## src/rtl/dmt_pkg.sv

```systemverilog
package dmt_pkg;

    localparam int CNT_W   = 8;
    localparam int PRESC_W = 13;
    localparam int CKS_W   = 3;

    typedef struct packed {
        logic             flag;
        logic             mode;   // 1 = watchdog
        logic             en;
        logic [CKS_W-1:0] cks;
    } ctrl_t;

    // log2 of the divide ratio for each clock select value
    function automatic int unsigned tap_log2(input logic [CKS_W-1:0] c);
        case (c)
            3'd0:    tap_log2 = 1;
            3'd1:    tap_log2 = 6;
            3'd2:    tap_log2 = 7;
            3'd3:    tap_log2 = 8;
            3'd4:    tap_log2 = 9;
            3'd5:    tap_log2 = 10;
            3'd6:    tap_log2 = 12;
            default: tap_log2 = 13;
        endcase
    endfunction

    function automatic logic [PRESC_W-1:0] tap_mask(input logic [CKS_W-1:0] c);
        logic [PRESC_W:0] one_hot;
        one_hot  = '0;
        one_hot[tap_log2(c)] = 1'b1;
        tap_mask = PRESC_W'(one_hot - 1'b1);
    endfunction

    function automatic logic [7:0] pack_status(input ctrl_t r);
        pack_status = {r.flag, r.mode, r.en, 2'b11, r.cks};
    endfunction

endpackage

```

## src/rtl/dmt_prescaler.sv

```systemverilog
module dmt_prescaler
    import dmt_pkg::*;
#(
    parameter int PW = PRESC_W
) (
    input  logic             clk,
    input  logic             rst,
    input  logic             run,
    input  logic [CKS_W-1:0] cks,
    output logic             tick
);
    logic [PW-1:0] div_q;
    logic [PW-1:0] mask;

    always_comb begin
        mask = PW'(tap_mask(cks));
        tick = run && ((div_q & mask) == mask);
    end

    always_ff @(posedge clk) begin
        if (rst || !run) div_q <= '0;
        else             div_q <= div_q + 1'b1;
    end
endmodule

```

## src/rtl/dmt_counter.sv

```systemverilog
module dmt_counter #(
    parameter int W = 8
) (
    input  logic         clk,
    input  logic         rst,
    input  logic         run,
    input  logic         tick,
    input  logic         load,
    input  logic [W-1:0] load_val,
    output logic [W-1:0] cnt,
    output logic         ovf
);
    assign ovf = run && tick && !load && (cnt == {W{1'b1}});

    always_ff @(posedge clk) begin
        if (rst || !run) cnt <= '0;
        else if (load)   cnt <= load_val;
        else if (tick)   cnt <= cnt + 1'b1;
    end
endmodule

```

## src/rtl/dmt_ctrl_reg.sv

```systemverilog
module dmt_ctrl_reg
    import dmt_pkg::*;
(
    input  logic             clk,
    input  logic             rst,
    input  logic             wr_ok,
    input  logic             rd_ctrl,
    input  logic [2:0]       d_hi,   // flag, mode, enable
    input  logic [CKS_W-1:0] d_cks,
    input  logic             ovf,
    output ctrl_t            ctrl
);
    logic armed_q;

    always_ff @(posedge clk) begin
        if (rst) begin
            ctrl    <= '0;
            armed_q <= 1'b0;
        end else begin
            if (rd_ctrl && ctrl.flag) armed_q <= 1'b1;
            if (wr_ok) begin
                ctrl.mode <= d_hi[1];
                ctrl.en   <= d_hi[0];
                ctrl.cks  <= d_cks;
            end
            if (ovf && !ctrl.mode) begin
                ctrl.flag <= 1'b1;
            end else if (wr_ok && !d_hi[2] && armed_q) begin
                ctrl.flag <= 1'b0;
                armed_q   <= 1'b0;
            end
        end
    end
endmodule

```

## src/rtl/dmt_pulse.sv

```systemverilog
module dmt_pulse #(
    parameter int LEN = 128
) (
    input  logic clk,
    input  logic rst,
    input  logic fire,
    output logic out_n
);
    localparam int PCW = $clog2(LEN + 1);
    logic [PCW-1:0] left_q;

    always_ff @(posedge clk) begin
        if (rst)               left_q <= '0;
        else if (fire)         left_q <= PCW'(LEN);
        else if (left_q != '0) left_q <= left_q - 1'b1;
    end

    assign out_n = (left_q == '0);
endmodule

```

## src/rtl/dual_mode_timer.sv

```systemverilog
module dual_mode_timer
    import dmt_pkg::*;
#(
    parameter logic [7:0] KEY_CTRL  = 8'hA5,
    parameter logic [7:0] KEY_CNT   = 8'h5A,
    parameter int         PULSE_LEN = 128
) (
    input  logic        clk,
    input  logic        rst,
    input  logic        bus_wr,
    input  logic        bus_rd,
    input  logic        bus_addr,
    input  logic [15:0] bus_wdata,
    output logic [7:0]  bus_rdata,
    output logic        irq_interval,
    output logic        wdt_ovf_n
);
    ctrl_t            ctrl_q;
    logic             tick;
    logic             ovf_evt;
    logic [CNT_W-1:0] cnt_q;
    logic             wr_ctrl_ok;
    logic             wr_cnt_ok;
    logic             rd_ctrl;

    assign wr_ctrl_ok = bus_wr && !bus_addr && (bus_wdata[15:8] == KEY_CTRL);
    assign wr_cnt_ok  = bus_wr &&  bus_addr && (bus_wdata[15:8] == KEY_CNT);
    assign rd_ctrl    = bus_rd && !bus_addr;

    dmt_ctrl_reg u_ctrl (
        .clk     (clk),
        .rst     (rst),
        .wr_ok   (wr_ctrl_ok),
        .rd_ctrl (rd_ctrl),
        .d_hi    (bus_wdata[7:5]),
        .d_cks   (bus_wdata[2:0]),
        .ovf     (ovf_evt),
        .ctrl    (ctrl_q)
    );

    dmt_prescaler #(.PW(PRESC_W)) u_presc (
        .clk  (clk),
        .rst  (rst),
        .run  (ctrl_q.en),
        .cks  (ctrl_q.cks),
        .tick (tick)
    );

    dmt_counter #(.W(CNT_W)) u_cnt (
        .clk      (clk),
        .rst      (rst),
        .run      (ctrl_q.en),
        .tick     (tick),
        .load     (wr_cnt_ok),
        .load_val (bus_wdata[CNT_W-1:0]),
        .cnt      (cnt_q),
        .ovf      (ovf_evt)
    );

    dmt_pulse #(.LEN(PULSE_LEN)) u_pulse (
        .clk   (clk),
        .rst   (rst),
        .fire  (ovf_evt && ctrl_q.mode),
        .out_n (wdt_ovf_n)
    );

    always_comb begin
        bus_rdata    = bus_addr ? 8'(cnt_q) : pack_status(ctrl_q);
        irq_interval = ctrl_q.flag && !ctrl_q.mode;
    end
endmodule

```

## config.mk

```make
export PLATFORM = sky130hd
export DESIGN_NAME = dual_mode_timer
export DESIGN_NICKNAME = d
export VERILOG_FILES = /design/src/rtl/dmt_pkg.sv /design/src/rtl/dmt_prescaler.sv /design/src/rtl/dmt_counter.sv /design/src/rtl/dmt_ctrl_reg.sv /design/src/rtl/dmt_pulse.sv /design/src/rtl/dual_mode_timer.sv
export SDC_FILE = /design/constraint.sdc
export NUM_CORES = 1
export LEC_CHECK = 0
export ABC_AREA = 1
export BUFFER_PORTS_ARGS = -buffer_cell sky130_fd_sc_hd__buf_2
export CELL_PAD_IN_SITES_DETAIL_PLACEMENT = 1
export CELL_PAD_IN_SITES_GLOBAL_PLACEMENT = 2
export CORE_ASPECT_RATIO = 1.5
export CORE_MARGIN = 5
export CORE_UTILIZATION = 30
export CTS_CLUSTER_SIZE = 28
export DETAILED_ROUTE_END_ITERATION = 12
export PLACE_DENSITY_LB_ADDON = 0.1
export RECOVER_POWER = 50
export REMOVE_ABC_BUFFERS = 1
export SETUP_SLACK_MARGIN = 0.5
export SYNTH_ARGS = -nofsm -noshare
export SYNTH_HDL_FRONTEND = slang
export SYNTH_SLANG_ARGS = --single-unit
```

## constraint.sdc

```tcl
create_clock -name clk -period 3.8 [get_ports clk]
set_clock_uncertainty 0.15 [all_clocks]
set_input_delay 0 -clock clk [delete_from_list [all_inputs] [get_ports clk]]
set_output_delay 0 -clock clk [all_outputs]
set_load 0.05 [all_outputs]
```

==> impl_metrics.py, run 1 <==
metrics = {
    "run_status": {
        "run_status": "completed",
    },
    "routing": {
        "first_pass_iters": 4,
        "wl_um": 5630,
        "vias_per_cell": 4.74,
        "first_iter_violations": 59,
        "drcViolationCount": 0,
        "routedWlPerCell_um": 12.9,
        "drtAntennaViolNets": 0,
        "via_count": 2074,
    },
    "synthesis": {
        "synth.avg_cell_area_um2": 6.68,
        "synth_flop_cell": "dfxtp_1",
        "ys_seq_elements": 36,
        "syn-cell-area_um2": 2080,
        "postSynthCellCount": 311,
        "ys_types": 32,
        "yosysWarnings": 0,
        "synth_edf_count": 0,
        "synth_async_sr_flop_share_pct": 0,
        "ys_seq_area_share_pct": 34.7,
    },
    "sta": {
        "setup_viol": 0,
        "tns_ns": 0,
        "hold_viol": 0,
        "timing.fmax_mhz": 426,
        "period_needed_ns": 2.35,
        "tightest_slew_ns": 0.595,
        "rsz0062_at_grt": "no",
        "maxSlewHeadroom_pct": 60.2,
        "drv_slew": 0,
        "fin_crit_sh_pct": 61.8,
    },
    "final_layout": {
        "num_antenna_cells": 0,
        "drive_gt1_share_pct": 11.1,
        "fin_nets": 385,
        "syn2layout_area_growth_pct": 24.3,
        "instances_no_fill": 438,
    },
    "hold_path": {
        "hold_class": "primary input to register",
        "hold-path-cell-count": 6,
    },
    "critical_path": {
        "worstPathRequired_ns": 3.89,
        "cp-end-kind": "register",
        "path_max_fanout": 5,
        "reg2reg_depth": 12,
        "crit_end": "u_ctrl.ctrl[5]$_SDFFE_PP0P_",
        "cp_data_arrival_time_ns": 2.44,
        "startpoint": "u_ctrl.ctrl[1]$_SDFFE_PP0P_",
        "worst-setup-path-type": "register to register",
        "r2r-start": "u_ctrl.ctrl[1]$_SDFFE_PP0P_",
        "rrSetupSlack_ns": 1.45,
        "critPathLaunchType": "register",
        "timing.rr.end": "u_ctrl.ctrl[5]$_SDFFE_PP0P_",
    },
    "pwr": {
        "p_total_w": 0.00116,
        "power_density_nw_per_um2": 450,
        "leakage_nw": 1.05,
        "vdd_drop_max_mv": 0.152,
    },
    "floorplan": {
        "die-area_um2": 8730,
        "die_w_um": 78.0,
        "chipHeight_um": 112,
        "core_area_um2": 6810,
        "initial_core_util_pct": 30.5,
        "rows": 37,
        "ios": 31,
    },
    "cts": {
        "cts_root_buf": "clkbuf_8",
        "cts_hold_buf": 17,
        "cts_sinks": 36,
        "cts-resized-gates": 0,
        "clkTransAtPathRegs_ns": 0.08,
        "cts_tree": "yes",
        "cts_setup_buffers": 0,
        "htree_levels": 2,
        "clock_path_buffers": 2,
        "numCtsBuffers": 5,
        "worstSkewPairLatency_ns": 0.29,
    },
    "global_route": {
        "grt_start_max_net_pins": 27,
        "gr-total-overflow": 0,
        "grt_pass1_vias": 2125,
        "grt_pass1_wl_um": 9760,
        "grt_usage_pct": 13.7,
        "antenna_found_initial": 0,
    },
    "flow_run": {
        "cap_violations": 0,
    },
    "placement": {
        "io_buffers": 30,
        "dp_hpwl_um": 4320,
        "gp_congestion": 0.721,
        "placedCellCount": 413,
    },
}
==> state kept, by name, summed over array words and instances, names as in the netlist <==
name            cells
u_cnt.cnt           8
u_ctrl.ctrl         6
u_pulse.left_q      8
u_ctrl.armed_q      1
u_presc.div_q      13
==> cell type report <==
type                            instances  area, um2
Clock inverter                          3       90.1
Tap cell                               78       97.6
Multi-Input combinational cell        217       1100
Inverter                               52        195
Timing Repair Buffer                   47        308
Fill cell                             884       4220
Clock buffer                            5       68.8
Sequential cell                        36        721
==> how the worst min path moves through the flow <==
stage,slack (ns),end,from
global route,0.03,u_cnt.cnt[7]$_SDFFE_PP0P_,bus_wdata[15]
floorplan,-0.08,u_ctrl.ctrl[5]$_SDFFE_PP0P_,rst
finish,0.002,u_cnt.cnt[7]$_SDFFE_PP0P_,bus_wdata[15]
CTS,0.001,u_cnt.cnt[7]$_SDFFE_PP0P_,bus_wdata[15]
global placement,0.09,u_ctrl.ctrl[5]$_SDFFE_PP0P_,rst
detailed placement,0.09,u_ctrl.ctrl[5]$_SDFFE_PP0P_,rst
==> kinds of logic after synthesis <==
family | after synthesis | share of synthesized area (%)
other | 1 | 0.180
flip-flops | 36 | 34.7
AND/OR/NAND/NOR | 141 | 31.8
buffers and inverters | 58 | 11.7
adder cells (fa/ha/maj) | 5 | 3.01
AO/OA/AOI/OAI | 64 | 16.0
XOR/XNOR | 6 | 2.53
==> synthesized netlist by cell type (2+ instances only) <==
cell      number  area share (%)
nand2_1       56              10
inv_1         50             9.0
dfxtp_1       36              35
nor2_1        36             6.5
a21oi_1       28             6.7
o21ai_0       25             6.0
nand3_1       24             5.8
nand4_1        8             2.4
o21ai_1        7             1.7
xor2_1         6             2.5
ha_1           5             3.0
nor2_2         3            0.90
buf_6          2             1.1
clkbuf_1       2            0.36
inv_2          2            0.36
nand2_4        2             1.1
nor3_1         2            0.48
nor3b_1        2            0.72
nor4_1         2            0.60
==> where the power goes <==
group	total [W]	switching [W]	internal, W
clock	0.000480	0.000152	0.000328
sequential	0.000426	0.0000202	0.000406
combinational	0.000258	0.000164	0.0000936
total	0.00116	0.000336	0.000828
==> critical path, cell delays in order, from the launching register on <==
cell           delay, ns
dfxtp_1             0.35
nor2_1              0.14
nand2_1             0.07
ha_1                0.27
nor2_1              0.04
nor2_1              0.08
nand2_1             0.05
nor2_1              0.09
nand2_1             0.08
nor2_1              0.14
nand4_1             0.13
a21oi_1             0.15
dlygate4sd3_1       0.55
==> layout by cell type, fill, tap and decap left out <==
cell type | netlist | final
dfxtp_1 | 36 | 36
ha_1 | 5 | 5
o21ai_0 | 25 | 26
a21oi_2 | 1 | 1
conb_1 | 1 | 1
clkbuf_8 | 1 | 5
nor3b_1 | 2 | 2
nand3_1 | 24 | 25
nand2_1 | 56 | 56
inv_1 | 50 | 50
buf_2 | 1 | 20
or2_2 | 1 | 1
nand4_1 | 8 | 8
nor3_1 | 2 | 2
a21oi_1 | 28 | 28
xor2_1 | 6 | 6
nand3_4 | 1 | 1
nor2_4 | 1 | 1
inv_2 | 2 | 2
nor2_2 | 3 | 1
nor2_1 | 36 | 38
nor4_1 | 2 | 2
dlygate4sd3_1 | 0 | 17
nand2_4 | 2 | 2
o31ai_1 | 1 | 1
o21ai_2 | 1 | 1
nand2_2 | 1 | 1
bufinv_16 | 0 | 3
o21a_1 | 1 | 1
clkbuf_1 | 2 | 10
nor3_4 | 1 | 1
o21ai_1 | 7 | 6
==> per-layer routing <==
metal / track usage [%] / routed length [um] / vias up
met1: 15.7 / 2420 / 948
met2: 24.9 / 2990 / 22
met4: 4.40 / 85 / 0
met5: 0 / 0 / -
met3: 2.59 / 132 / 6
li1: - / - / 1098
==> through the flow <==
step | hold WS (ns) | setup WS, ns | util (%) | cell area (um2)
after floorplan | -0.0809 | 2.04 | - | 2030
after global placement | 0.0881 | 1.85 | 33.5 | 2280
after detailed placement | 0.0869 | 1.84 | 33.5 | 2280
after CTS | 0.00109 | 1.42 | 38.3 | 2610
after global routing | 0.0259 | 1.18 | 38.0 | 2580
final | 0.00196 | 1.45 | 38.0 | 2580
Power figures use the tool's default switching activity.
==> run 2: changes to the inputs <==
==> constraint.sdc (replaced) <==
create_clock -name clk -period 2.2 [get_ports clk]
set_clock_uncertainty 0.15 [all_clocks]
set_input_delay 0 -clock clk [delete_from_list [all_inputs] [get_ports clk]]
set_output_delay 0 -clock clk [all_outputs]
set_load 0.05 [all_outputs]
==> impl_metrics.py, run 2 (same netlist as run 1, synthesis figures left out) <==
metrics = {
    "run_status": {
        "run_status": "completed",
    },
    "pwr": {
        "seqPwrFrac_pct": 42.0,
        "vdd_drop_max_mv": 0.195,
        "leakage_nw": 1.12,
        "p_comb_share_pct": 28.4,
        "power_density_nw_per_um2": 643,
        "p_int_w": 0.00117,
        "clockPowerShare_pct": 29.6,
        "switching_share_pct": 33.3,
        "p_sw_w": 0.000582,
    },
    "flow_run": {
        "cap_violations": 0,
    },
    "hold_path": {
        "hold-path-cell-count": 5,
        "hold_class": "primary input to register",
    },
    "cts": {
        "htree_levels": 2,
        "cts_tree": "yes",
        "clkTransAtPathRegs_ns": 0.07,
        "clock_path_buffers": 2,
        "numCtsBuffers": 5,
        "cts_sinks": 36,
        "worstSkewPairLatency_ns": 0.30,
        "cts_root_buf": "clkbuf_8",
    },
    "critical_path": {
        "critPathLaunchType": "register",
        "path_max_fanout": 7,
        "cp-end-kind": "register",
        "crit_buf_inv": 0,
        "worst_path_max_delay_cell": "dfxtp_2",
        "reg2reg_depth": 12,
        "cp_data_arrival_time_ns": 1.90,
        "critPathMaxStageDelay_ns": 0.34,
        "worst-setup-path-type": "register to register",
        "worstPathRequired_ns": 2.24,
        "crit_chain": "nor2_4 -> nand2_1 -> ha_1 -> nor2_1 -> nor2_1 -> nand2_1 -> nor2_1 -> nand2_1 -> nor2_2 -> nand4_1 -> nand2_2 -> nor2_1",
        "crit_family": "simple AND/OR/NAND/NOR gates",
        "crit_top_cell": "nor2_1",
        "critical_path_depth": 12,
    },
    "placement": {
        "dp_hpwl_um": 4310,
        "gp_congestion": 0.723,
        "io_buffers": 30,
        "postPlaceCellArea_um2": 2290,
    },
    "final_layout": {
        "largest-register": "u_presc.div_q",
        "final_common_cell": "nand2_1",
        "multi_input_area_um2": 1210,
        "drive_gt1_share_pct": 19.9,
        "ff_latch_area_um2": 728,
        "largest_reg_flops": 13,
        "reg_top3": "u_presc.div_q x13, u_cnt.cnt x8, u_pulse.left_q x8",
        "syn2layout_area_growth_pct": 30.9,
        "fillers": 881,
        "num_antenna_cells": 0,
        "fin_nets": 398,
        "final_cell_mix": "nand2_1, inv_1, nor2_1",
        "final_design_area_no_fill_um2": 2720,
    },
    "sta": {
        "fin_crit_sh_pct": 84.5,
        "rsz0062_at_grt": "yes",
        "timing.fmax_mhz": 538,
        "tns_ns": 0,
        "period_needed_ns": 1.86,
        "tightest_slew_ns": 0.608,
        "setup_viol": 0,
        "drv_slew": 0,
        "hold_viol": 0,
        "maxSlewHeadroom_pct": 59.6,
    },
    "floorplan": {
        "die_w_um": 78.0,
        "chipHeight_um": 112,
        "die-area_um2": 8730,
        "ios": 31,
        "core_area_um2": 6810,
        "initial_core_util_pct": 30.5,
        "rows": 37,
    },
    "routing": {
        "first_pass_iters": 4,
        "drcViolationCount": 0,
        "first_iter_violations": 60,
        "routedWlPerCell_um": 13.3,
        "vias_per_cell": 4.80,
        "wl_um": 5970,
        "drtAntennaViolNets": 0,
        "via_count": 2160,
    },
    "global_route": {
        "grt_start_max_net_pins": 27,
        "grt_usage_pct": 14.0,
        "antenna_found_initial": 0,
        "grt_pass1_wl_um": 9780,
        "grt_pass1_vias": 2146,
        "gr-total-overflow": 0,
    },
}
## run 2: changes by cell type in the layout (fill, tap and decap cells not counted), moves of 3 or more
cell,delta
bufinv_16,-3
nand2_1,-6
buf_4,+12
nand2_2,+4
nor2_1,-3
a21oi_1,-5
dfxtp_1,-4
dfxtp_2,+3
a21oi_2,+5
## run 2: per-layer routing
layer	vias up	part of all wire (%)	global-route usage, %
met5	-	0	0
met4	0	1.5	4.74
met3	7	2.6	3.24
met2	22	55	25.2
met1	1010	41	15.8
li1	1121	-	-
## run 2: worst reg2reg max path: cells and delay by family (launching register included)
kind | cells | cell delay (ns)
flip-flops | 1 | 0.34
adder cells (fa/ha/maj) | 1 | 0.26
AND/OR/NAND/NOR | 11 | 0.98
## run 2: final cells by class
cell class / instances / area share [%]
sequential: 36 / 26.8
timing repair buffer: 59 / 14.4
inverter: 52 / 7.26
clock buffer: 7 / 3.54
multi-input combinational: 218 / 44.5
tap: 78 / 3.59
## run 2: through the flow
step / worst slack, ns / power [W] / hold slack (ns) / util (%) / instances
finish: 0.341 / 0.00175 / 0.00579 / 40.0 / 450
CTS: 0.334 / 0.00177 / 0.00511 / 37.8 / 439
floorplan: 0.442 / 0.00108 / -0.0809 / - / 305
detailed placement: 0.253 / 0.00120 / 0.0839 / 33.7 / 415
global route: 0.201 / 0.00189 / 0.0634 / 40.0 / 450
global placement: 0.280 / 0.00120 / 0.0880 / 33.7 / 415
## run 2: power groups by stage
stage,Sequential (W),Combinational (W),Clock [W]
6_report,0.000735,0.000497,0.000518
3_5_place_dp,0.000753,0.000448,0
2_1_floorplan,0.000742,0.000336,0
5_1_grt,0.000743,0.000570,0.000572
3_3_place_gp,0.000754,0.000449,0
4_1_cts,0.000738,0.000487,0.000546
## run 2: final timing paths
kind | end | slack [ns] | startpoint
worst min-delay path | u_ctrl.armed_q$_SDFF_PP0_ | 0.006 | bus_wdata[9]
worst min register to register | u_presc.div_q[12]$_SDFF_PP0_ | 0.33 | u_presc.div_q[12]$_SDFF_PP0_
worst max-delay path | u_pulse.left_q[4]$_SDFFE_PP0N_ | 0.34 | u_ctrl.ctrl[1]$_SDFFE_PP0P_
worst max register to register | u_pulse.left_q[4]$_SDFFE_PP0N_ | 0.34 | u_ctrl.ctrl[1]$_SDFFE_PP0P_
## run 2: what timing repair did
action / in CTS / in global routing
gates resized for setup: 8 / 26
pin swaps: 10 / 10
buffers inserted: 2 / 10
gates cloned: 0 / 1
hold buffers: 15 / 0
setup endpoints to repair: 19 / 27
hold endpoints to repair: 16 / 0
==> run 3: changes to the inputs <==
--- a/config.mk
+++ b/config.mk
@@ -5,7 +5,7 @@
 export SDC_FILE = /design/constraint.sdc
 export NUM_CORES = 1
 export LEC_CHECK = 0
-export ABC_AREA = 1
+export ABC_AREA = 0
 export BUFFER_PORTS_ARGS = -buffer_cell sky130_fd_sc_hd__buf_2
 export CELL_PAD_IN_SITES_DETAIL_PLACEMENT = 1
 export CELL_PAD_IN_SITES_GLOBAL_PLACEMENT = 2
==> constraint.sdc (replaced) <==
create_clock -name clk -period 1.62 [get_ports clk]
set_clock_uncertainty 0.15 [all_clocks]
set_input_delay 0 -clock clk [delete_from_list [all_inputs] [get_ports clk]]
set_output_delay 0 -clock clk [all_outputs]
set_load 0.05 [all_outputs]
==> impl_metrics.py, run 3 <==
metrics = {
    "synthesis": {
        "postSynthCellCount": 206,
        "synth.avg_cell_area_um2": 9.18,
        "synth_top_area_share_pct": 38.1,
        "synth_top_area_cell": "dfxtp_1",
        "synthTopCellsByArea": "dfxtp_1, nor2_1, xor2_1",
        "ys_top_cells_by_count": "dfxtp_1, nor2_1, o21ai_0, a21oi_1",
        "yosysMostFrequentCell": "dfxtp_1",
        "synth_async_sr_flop_share_pct": 0,
        "syn-cell-area_um2": 1890,
        "ys_seq_area_share_pct": 38.1,
        "yosysWarnings": 0,
        "synth_edf_count": 0,
        "ys_types": 46,
        "ys_seq_elements": 36,
        "synth_flop_cell": "dfxtp_1",
    },
    "global_route": {
        "grt_pass1_wl_um": 9200,
        "grt_usage_pct": 14.9,
        "gr-total-overflow": 0,
        "grt_start_max_net_pins": 17,
        "antenna_found_initial": 0,
        "grt_pass1_vias": 1969,
    },
    "critical_path": {
        "path_max_fanout": 4,
        "worstPathRequired_ns": 1.68,
        "worst_path_max_delay_cell": "or4_1",
        "critPathMaxStageDelay_ns": 0.50,
        "cp_data_arrival_time_ns": 2.52,
        "worst-setup-path-type": "register to register",
        "critPathLaunchType": "register",
        "crit_chain": "or3_4 -> ha_4 -> o211ai_1 -> a221oi_4 -> o211ai_4 -> or4_1 -> a31oi_1",
        "cp-end-kind": "register",
    },
    "sta": {
        "worst_slack_ns": -0.835,
        "rsz0062_at_grt": "yes",
        "drv_slew": 0,
        "period_needed_ns": 2.45,
        "fin_crit_sh_pct": 152,
        "timing.fmax_mhz": 407,
        "setup_viol": 19,
        "maxSlewHeadroom_pct": 60.0,
        "hold_viol": 0,
        "tightest_slew_ns": 0.603,
        "fin_hold_ws_ns": 0.0138,
    },
    "placement": {
        "io_buffers": 30,
        "dp_hpwl_um": 4040,
        "gp_congestion": 0.708,
    },
    "floorplan": {
        "die-area_um2": 8030,
        "core_area_um2": 6130,
        "initial_core_util_pct": 30.9,
        "ios": 31,
        "rows": 35,
        "die_w_um": 74.8,
        "chipHeight_um": 107,
    },
    "final_layout": {
        "final_cell_mix": "buf_4, nor2_1, buf_6",
        "final_common_cell": "buf_4",
        "syn2layout_area_growth_pct": 68.9,
        "drive_gt1_share_pct": 48.1,
        "reg_top3": "u_presc.div_q x13, u_cnt.cnt x8, u_pulse.left_q x8",
        "fin_nets": 335,
        "num_antenna_cells": 0,
        "largest-register": "u_presc.div_q",
        "largest_reg_flops": 13,
        "fillers": 720,
    },
    "routing": {
        "drcViolationCount": 0,
        "routedWlPerCell_um": 14.6,
        "via_count": 1869,
        "drtAntennaViolNets": 0,
        "vias_per_cell": 4.87,
        "first_iter_violations": 58,
        "first_pass_iters": 4,
        "wl_um": 5620,
    },
    "pwr": {
        "p_total_w": 0.00324,
        "vdd_drop_max_mv": 0.512,
        "power_density_nw_per_um2": 1010,
        "leakage_nw": 1.26,
    },
    "cts": {
        "cts_root_buf": "clkbuf_8",
        "clkTransAtPathRegs_ns": 0.08,
        "clock_path_buffers": 2,
        "numCtsBuffers": 5,
        "htree_levels": 2,
        "worstSkewPairLatency_ns": 0.30,
        "cts_sinks": 36,
        "cts_tree": "yes",
    },
    "run_status": {
        "run_status": "finished, violations left",
        "violations": "setup timing",
    },
    "flow_run": {
        "cap_violations": 0,
    },
    "hold_path": {
        "hold_class": "primary input to register",
    },
}
run 3: cell types whose count changed after synthesis, sizes merged, moves of 7 or more:
cell   before  now
a21oi      29   10
inv        52    7
mux2i       0    7
nand2      59    9
nand3      26    5
nor2       40   23
o21ai      33   14
xnor2       0    8
run 3: timing repair:
item	CTS	global route
hold buffers	10	0
setup endpoints to repair	41	40
setup buffers	14	5
pin swaps	22	15
gates cloned	0	0
hold endpoints to repair	17	0
resized for setup	82	24
run 3: worst max-delay path: cells and delay by family, from the launching register on:
family	cells	cell delay, ns
AO/OA/AOI/OAI	4	0.75
AND/OR/NAND/NOR	2	0.90
flip-flops	1	0.32
adder cells (fa/ha/maj)	1	0.27
run 3: layout make-up:
class                      count  area (um2)  area share (%)
multi-input combinational    159        1320            41.3
clock buffer                   5        68.8            2.15
inverter                       7        26.3           0.822
clock inverter                 3        90.1            2.82
timing repair buffer         100         860            26.9
tap                           74        92.6            2.90
sequential                    36         739            23.1
run 3: worst paths after layout:
path	end	cells past startpoint	slack, ns	start
setup / recovery	u_cnt.cnt[3]$_SDFFE_PP0P_	7	-0.83	u_ctrl.ctrl[2]$_SDFFE_PP0P_
hold / removal	u_presc.div_q[0]$_SDFF_PP0_	3	0.01	rst
setup reg to reg	u_cnt.cnt[3]$_SDFFE_PP0P_	7	-0.83	u_ctrl.ctrl[2]$_SDFFE_PP0P_
hold reg to reg	u_presc.div_q[12]$_SDFF_PP0_	2	0.36	u_presc.div_q[12]$_SDFF_PP0_
run 3: stage by stage:
step	cells	setup WS (ns)	util, %	area [um2]	setup TNS, ns
after global placement	347	-0.772	39.6	2430	-12.65
after floorplan	202	-0.834	-	1880	-13.12
final	384	-0.835	52.1	3200	-13.66
after CTS	379	-0.800	50.2	3080	-12.52
after global routing	384	-0.970	52.1	3200	-16.41
after detailed placement	347	-0.833	39.6	2430	-13.35
run 3: cell families after synthesis:
kind of cell             after synthesis  synth area share (%)
AND/OR/NAND/NOR                       83                  25.5
AO/OA/AOI/OAI                         41                  16.1
flip-flops                            36                  38.1
XOR/XNOR                              17                  7.87
multiplexers                          12                  6.68
buffers and inverters                 11                  2.25
adder cells (fa/ha/maj)                5                  3.31
other                                  1                 0.198
run 3: layer usage:
layer	share of wire, %	GRT usage (%)
met2	55	26.5
met1	41	16.9
met4	1.3	5.60
met5	0	0
met3	2.6	2.80
run 3: where the power goes:
group	total, W	switching (W)	internal [W]
logic	0.00107	0.000478	0.000587
registers	0.00104	0.0000697	0.000975
clock network	0.00113	0.000359	0.000771
